==> config.mk <==
export PLATFORM = sky130hd
export DESIGN_NAME = hzd_interlock_ctrl
export DESIGN_NICKNAME = d
export VERILOG_FILES = /design/src/rtl/hzd_pkg.sv /design/src/rtl/hzd_tag_pipe.sv /design/src/rtl/hzd_src_match.sv /design/src/rtl/hzd_interlock_ctrl.sv
export SDC_FILE = /design/constraint.sdc
export NUM_CORES = 1
export LEC_CHECK = 0
export BUFFER_PORTS_ARGS = -buffer_cell sky130_fd_sc_hd__buf_2
export CAP_MARGIN = 30
export CORE_MARGIN = 4
export CORE_UTILIZATION = 40
export DETAILED_ROUTE_END_ITERATION = 8
export GPL_TIMING_DRIVEN = 0
export MAX_ROUTING_LAYER = met4
export SYNTH_ARGS = -nofsm -noshare
export SYNTH_HDL_FRONTEND = slang
export SYNTH_SLANG_ARGS = --single-unit
==> constraint.sdc <==
create_clock -name clk -period 3.1 [get_ports clk]
set_input_delay 0.93 -clock clk [delete_from_list [all_inputs] [get_ports clk]]
set_output_delay 0.93 -clock clk [all_outputs]
set_load 0.02 [all_outputs]
==> src/rtl/hzd_pkg.sv <==
package hzd_pkg;
  // Positions of the tracked stages in the tag record
  typedef enum int {
    STG_CMP = 0,
    STG_MEM = 1,
    STG_WB  = 2
  } hzd_stage_e;

  // Tracked depth: Compute and Memory always, Write Back only when the
  // register file cannot write and read the same register in one cycle
  function automatic int track_depth(input bit wb_check);
    return wb_check ? 3 : 2;
  endfunction
endpackage

==> src/rtl/hzd_tag_pipe.sv <==
module hzd_tag_pipe #(
  parameter int AW    = 5,
  parameter int DEPTH = 3
) (
  input  logic          clk,
  input  logic          rst,
  input  logic          ins_wr,
  input  logic [AW-1:0] ins_id,
  output logic          tag_wr [DEPTH],
  output logic [AW-1:0] tag_id [DEPTH]
);
  // Stage 0 follows Compute; later stages shift one per cycle
  always_ff @(posedge clk) begin
    if (rst) begin
      tag_wr[0] <= 1'b0;
      tag_id[0] <= '0;
    end else begin
      tag_wr[0] <= ins_wr;
      tag_id[0] <= ins_id;
    end
  end

  for (genvar s = 1; s < DEPTH; s++) begin : g_stage
    always_ff @(posedge clk) begin
      if (rst) begin
        tag_wr[s] <= 1'b0;
        tag_id[s] <= '0;
      end else begin
        tag_wr[s] <= tag_wr[s-1];
        tag_id[s] <= tag_id[s-1];
      end
    end
  end
endmodule

==> src/rtl/hzd_src_match.sv <==
module hzd_src_match #(
  parameter int AW    = 5,
  parameter int DEPTH = 3
) (
  input  logic          src_en,
  input  logic [AW-1:0] src_id,
  input  logic          tag_wr [DEPTH],
  input  logic [AW-1:0] tag_id [DEPTH],
  output logic          hit
);
  logic [DEPTH-1:0] stage_hit;

  for (genvar s = 0; s < DEPTH; s++) begin : g_cmp
    assign stage_hit[s] = tag_wr[s] && (tag_id[s] == src_id);
  end

  // Register 0 never carries a dependency
  assign hit = src_en && (src_id != '0) && (|stage_hit);
endmodule

==> src/rtl/hzd_interlock_ctrl.sv <==
module hzd_interlock_ctrl #(
  parameter int AW       = 5,
  parameter bit WB_CHECK = 1'b1
) (
  input  logic          clk,
  input  logic          rst,
  input  logic          dec_valid,
  input  logic [AW-1:0] dec_rs1,
  input  logic          dec_rs1_en,
  input  logic [AW-1:0] dec_rs2,
  input  logic          dec_rs2_en,
  input  logic [AW-1:0] dec_rd,
  input  logic          dec_rd_en,
  output logic          stall,
  output logic          pc_we,
  output logic          ifid_hold,
  output logic          idex_bubble
);
  localparam int TRACK_DEPTH = hzd_pkg::track_depth(WB_CHECK);

  logic          tag_wr [TRACK_DEPTH];
  logic [AW-1:0] tag_id [TRACK_DEPTH];
  logic          hit_a;
  logic          hit_b;
  logic          ins_wr;

  hzd_src_match #(.AW(AW), .DEPTH(TRACK_DEPTH)) u_match_a (
    .src_en (dec_rs1_en),
    .src_id (dec_rs1),
    .tag_wr (tag_wr),
    .tag_id (tag_id),
    .hit    (hit_a)
  );

  hzd_src_match #(.AW(AW), .DEPTH(TRACK_DEPTH)) u_match_b (
    .src_en (dec_rs2_en),
    .src_id (dec_rs2),
    .tag_wr (tag_wr),
    .tag_id (tag_id),
    .hit    (hit_b)
  );

  assign stall = dec_valid && (hit_a || hit_b);

  // A bubble, an empty slot or a write to register 0 enters as non-writing
  assign ins_wr = dec_valid && !stall && dec_rd_en && (dec_rd != '0);

  hzd_tag_pipe #(.AW(AW), .DEPTH(TRACK_DEPTH)) u_tags (
    .clk    (clk),
    .rst    (rst),
    .ins_wr (ins_wr),
    .ins_id (dec_rd),
    .tag_wr (tag_wr),
    .tag_id (tag_id)
  );

  assign pc_we       = !stall;
  assign ifid_hold   = stall;
  assign idex_bubble = stall;
endmodule

# [Word level (Yosys, flattened, before mapping)]
# Cells that the tools add are included.
[totals] ff_bits=18 input_bits=21 output_inout_bits=4
[op_classes] eq_ne=6 n_reduce_logical=21
[ops] cell="5-bit equality test" count=6
[ops] cell="5-bit nonzero test" count=3
[ops] cell="1-bit logical AND" count=14
[ops] cell="3-bit OR reduction" count=2
[ops] cell="1-bit zero test" count=1
[ops] cell="1-bit logical OR" count=1

# [Depth between registers and ports, before layout]
[logic_depth] ltp_word=10 ltp_mapped=6

# [Cells and area by module]
# From an unflattened synthesis, not the netlist that was laid out.
[unflattened] cells_unflattened=92 hier_area_um2=915.9
[by_module_without_submodules] module="hzd_tag_pipe" instances=1 cells_per_inst=37 area_each_um2=489.2
[by_module_without_submodules] module="hzd_src_match" instances=2 cells_per_inst=24 area_each_um2=190.2
[by_module_without_submodules] module="hzd_interlock_ctrl" instances=1 cells_per_inst=7 area_each_um2=46.3

# [Worst setup path after synthesis]
# OpenSTA, ideal clock, no wires.
[synth_path] path_type="input to output" start="input dec_rs2[2]" end="output ifid_hold" arrival_ns=2.160 required_time_ns=2.170 setup_slack_ns=0.010 stages=6 n_path_buf=1 cell_sequence="xor2_1 -> nor4_2 -> nand3_1 -> a31oi_1 -> o21a_1 -> buf_4"
[synth_between] elab_chain_len=6 word_cells_on_any_way=12 cone_classes="eq/ne: 3; reduce/logical: 9"
[synth_rtl] item="start: declaration" line_no="hzd_interlock_ctrl.sv:10" rtl="input logic [AW-1:0] dec_rs2,"
[synth_rtl] item="5-bit equality test" line_no="hzd_src_match.sv:14" rtl="assign stage_hit[s] = tag_wr[s] && (tag_id[s] == src_id);"
[synth_rtl] item="1-bit logical AND" line_no="hzd_src_match.sv:14"
[synth_rtl] item="3-bit OR reduction" line_no="hzd_src_match.sv:18" rtl="assign hit = src_en && (src_id != '0) && (|stage_hit);"
[synth_rtl] item="1-bit logical AND *" line_no="hzd_src_match.sv:18"
[synth_rtl] item="1-bit logical OR *" line_no="hzd_interlock_ctrl.sv:43" rtl="assign stall = dec_valid && (hit_a || hit_b);"
[synth_rtl] item="1-bit logical AND *" line_no="hzd_interlock_ctrl.sv:43"
[synth_rtl] item="end: declaration" line_no="hzd_interlock_ctrl.sv:16" rtl="output logic ifid_hold,"
# Mark *: on every way between the ends. The rest lies on a longest branch, timed or not.

# [Worst setup path in the final report]
[layout_path] start="input dec_rs1[0]" end="output ifid_hold"
[layout_between] elab_chain_len=6 word_cells_on_any_way=12 cone_classes="eq/ne: 3; reduce/logical: 9"
[layout_rtl] item="start: declaration" line_no="hzd_interlock_ctrl.sv:8" rtl="input logic [AW-1:0] dec_rs1,"
[layout_rtl] item="5-bit equality test" line_no="hzd_src_match.sv:14"
[layout_rtl] item="1-bit logical AND" line_no="hzd_src_match.sv:14"
[layout_rtl] item="3-bit OR reduction" line_no="hzd_src_match.sv:18"
[layout_rtl] item="1-bit logical AND *" line_no="hzd_src_match.sv:18"
[layout_rtl] item="1-bit logical OR *" line_no="hzd_interlock_ctrl.sv:43"
[layout_rtl] item="1-bit logical AND *" line_no="hzd_interlock_ctrl.sv:43"
# Marked as above.

==> metrics.yaml <==
synthCells: 93
relSlewSlack_pct: 68.40
power_frac_clock_pct: 24.0
die_y_um: 55.82
tightestPinTransition_ps: 474.0
die_w_um: 55.82
peakVddDrop_mv: 0.1771
start_util_pct: 41.75
timing.final.crit_share_pct: 104.5
vias_per_cell: 4.928
synth.most_common_cell: "xor2_1"
crit_type: "in -> out"
path_clk_slew_ps: 90
ys_warn_count: 0
synth.avg_cell_area_um2: 9.835
ys_ff_latch: 18
die_area_mm2: 0.003116
worstPathMaxFanout: 4
portBuffers: 24
fin_ws_ps: -139.1
grt_pass1_wl_mm: 3.657
insertion_delay_ps: 280
ant_nets: 0
cp-end-kind: "primary output"
cts_tree: "built"
drive_above_1_share_pct: 41.13
overflow: 0
hold_buffers: 0
grt_pass1_vias: 822
place.gp.congestion: 0.9159
hold_path.startpoint: "u_tags.tag_wr[1]$_SDFF_PP0_"
yosys.area.top_type: "dfxtp_1"
synth_commonest_cells: "24 x xor2_1, 18 x dfxtp_1, 17 x nor2b_1, 6 x nand3_1, 6 x xnor2_1"
cts_buffers: 3
switching_share_pct: 26.30
grt_use_total_pct: 15.40
startpoint: "dec_rs1[0]"
drt_iter0_drc: 5
syn_area_um2: 914.6
cts.sinks: 18
htreeDepth: 1
ys_seq_area_share_pct: 39.40
finish.net_count: 147
p_int_uw: 332.8
seqPwrFrac_pct: 55.4
worstPathArrival_ps: 2310
drv_cap: 0
synthFlopType: "dfxtp_1"
coreArea_mm2: 0.002191
synth_cell_types: 18
setup-violations-final: 4
finalHoldWorstSlack_ps: 495.5
antenna_found_initial: 0
area_growth_pct: 45.69
max-clock-path-buffers: 2
crit_required_ps: 2170
fill_cells: 197
hold_path_class: "reg -> reg"
grt_max_degree: 11
drt_wl_total_mm: 2.207
finalMaxSlewViolations: 0
p_per_area_mw_per_mm2: 338.9
switching_power_uw: 118.7
syn_nets: 114
r2r_slack_ps: 1480
outcome: "finished, violations left"
num_rows: 17
pwr-share-comb_pct: 20.6
synth_top_cell_area_share_pct: 39.40
antenna_cells: 0
cp-start-kind: "input pin"
ios: 25
skew_ps: 4.466
setup_tns_ps: -464.2
drtPass1Iterations: 4
vias: 749
rsz0062_at_grt: "true"
drc: 0
synth_async_sr_flop_share_pct: 0
synthTopCellsByArea: "dfxtp_1 39%, xor2_1 23%, nor2b_1 12%, xnor2_1 5.7%, nand3_1 3.3%"
violations: "negative setup slack"
wl_per_cell_um: 14.52
synth_edf_count: 0
cts-root-buf: "clkbuf_4"
max_freq_mhz: 308.7
finalHoldViolCount: 0
period_needed_ps: 3239
leakage_uw: 0.0005414
r2r_start: "u_tags.tag_id[12]$_SDFF_PP0_"
[cell families after synthesis]
family                    synth area share [%]
AOI/OAI and AO/OA                        5.062
xor gates and xnor gates                 28.73
DFF                                      39.40
and+or+nand+nor                          24.76
buffers and inverters                    2.051
[power by group through the flow]
stage	Clock, µW	Sequential, µW	Combinational (µW)
after global routing	125	252	101
final	108	250	92.8
after detailed placement	0	254	67.4
after global placement	0	254	65.4
after CTS	113	249	79.5
after floorplan	0	252	37.5
[final cells by class]
cell class / count / area [µm²] / area share, %
repair buffers: 28 / 225.2 / 16.90
flip-flops and latches: 18 / 360.3 / 27.04
multi-input cells: 72 / 670.6 / 50.33
plain buffers: 3 / 18.77 / 1.408
well taps: 28 / 35.03 / 2.629
clock buffers: 3 / 22.52 / 1.690
[final timing paths]
path / to / depth (start not counted)
min: u_tags.tag_wr[0]$_SDFF_PP0_ / 1
max reg2reg: u_tags.tag_wr[2]$_SDFF_PP0_ / 7
max: ifid_hold / 8
min reg2reg: u_tags.tag_wr[0]$_SDFF_PP0_ / 1
[per-stage QoR]
stage               instance area, µm²  utilization [%]  cells  total power (µW)  worst slack (ps)
floorplan                        914.6                -     93             289.7             9.714
global placement                  1070            48.83    145             319.0            -270.6
detailed placement                1070            48.83    145             321.4            -320.2
CTS                               1240            56.60    151             441.5            -140.5
global route                      1333            60.82    152             477.5            -179.3
finish                            1333            60.82    152             451.6            -139.1
[flip-flops by register name, summed over array words and instances (netlist names)]
register / count
u_tags.tag_id: 15
u_tags.tag_wr: 3
[what timing repair did]
item,4_1_cts,5_1_grt
gates resized for setup,29,17
pin swaps,15,10
endpoints found under the setup margin,4,4
setup buffers,3,1
[cells in the final DEF (no fill, tap or decap), types with 2 or more instances in the layout]
master	synthesis	routed
xor2_1	24	19
buf_8	0	2
buf_6	0	6
buf_2	0	14
clkbuf_4	0	3
nor4_2	2	4
a31oi_4	0	2
or4_4	0	2
dfxtp_1	18	18
o21ai_4	0	2
nor2b_1	17	17
xnor2_1	6	6
xor2_2	0	4
nand3_1	6	5
buf_4	2	7
[layer usage]
layer	vias up	wire, µm	track usage (%)
met1	354	933	18.23
li1	368	-	-
met4	0	5	4.068
met2	25	1156	26.86
met5	-	0	-
met3	2	111	2.784
[critical path: stages]
cell	delay, ps
buf_4	130
xor2_1	150
nor4_1	280
nand3_1	170
a31oi_4	250
o21a_1	170
buf_4	120
buf_6	100
Note: power is estimated with default switching activity, not from simulation.
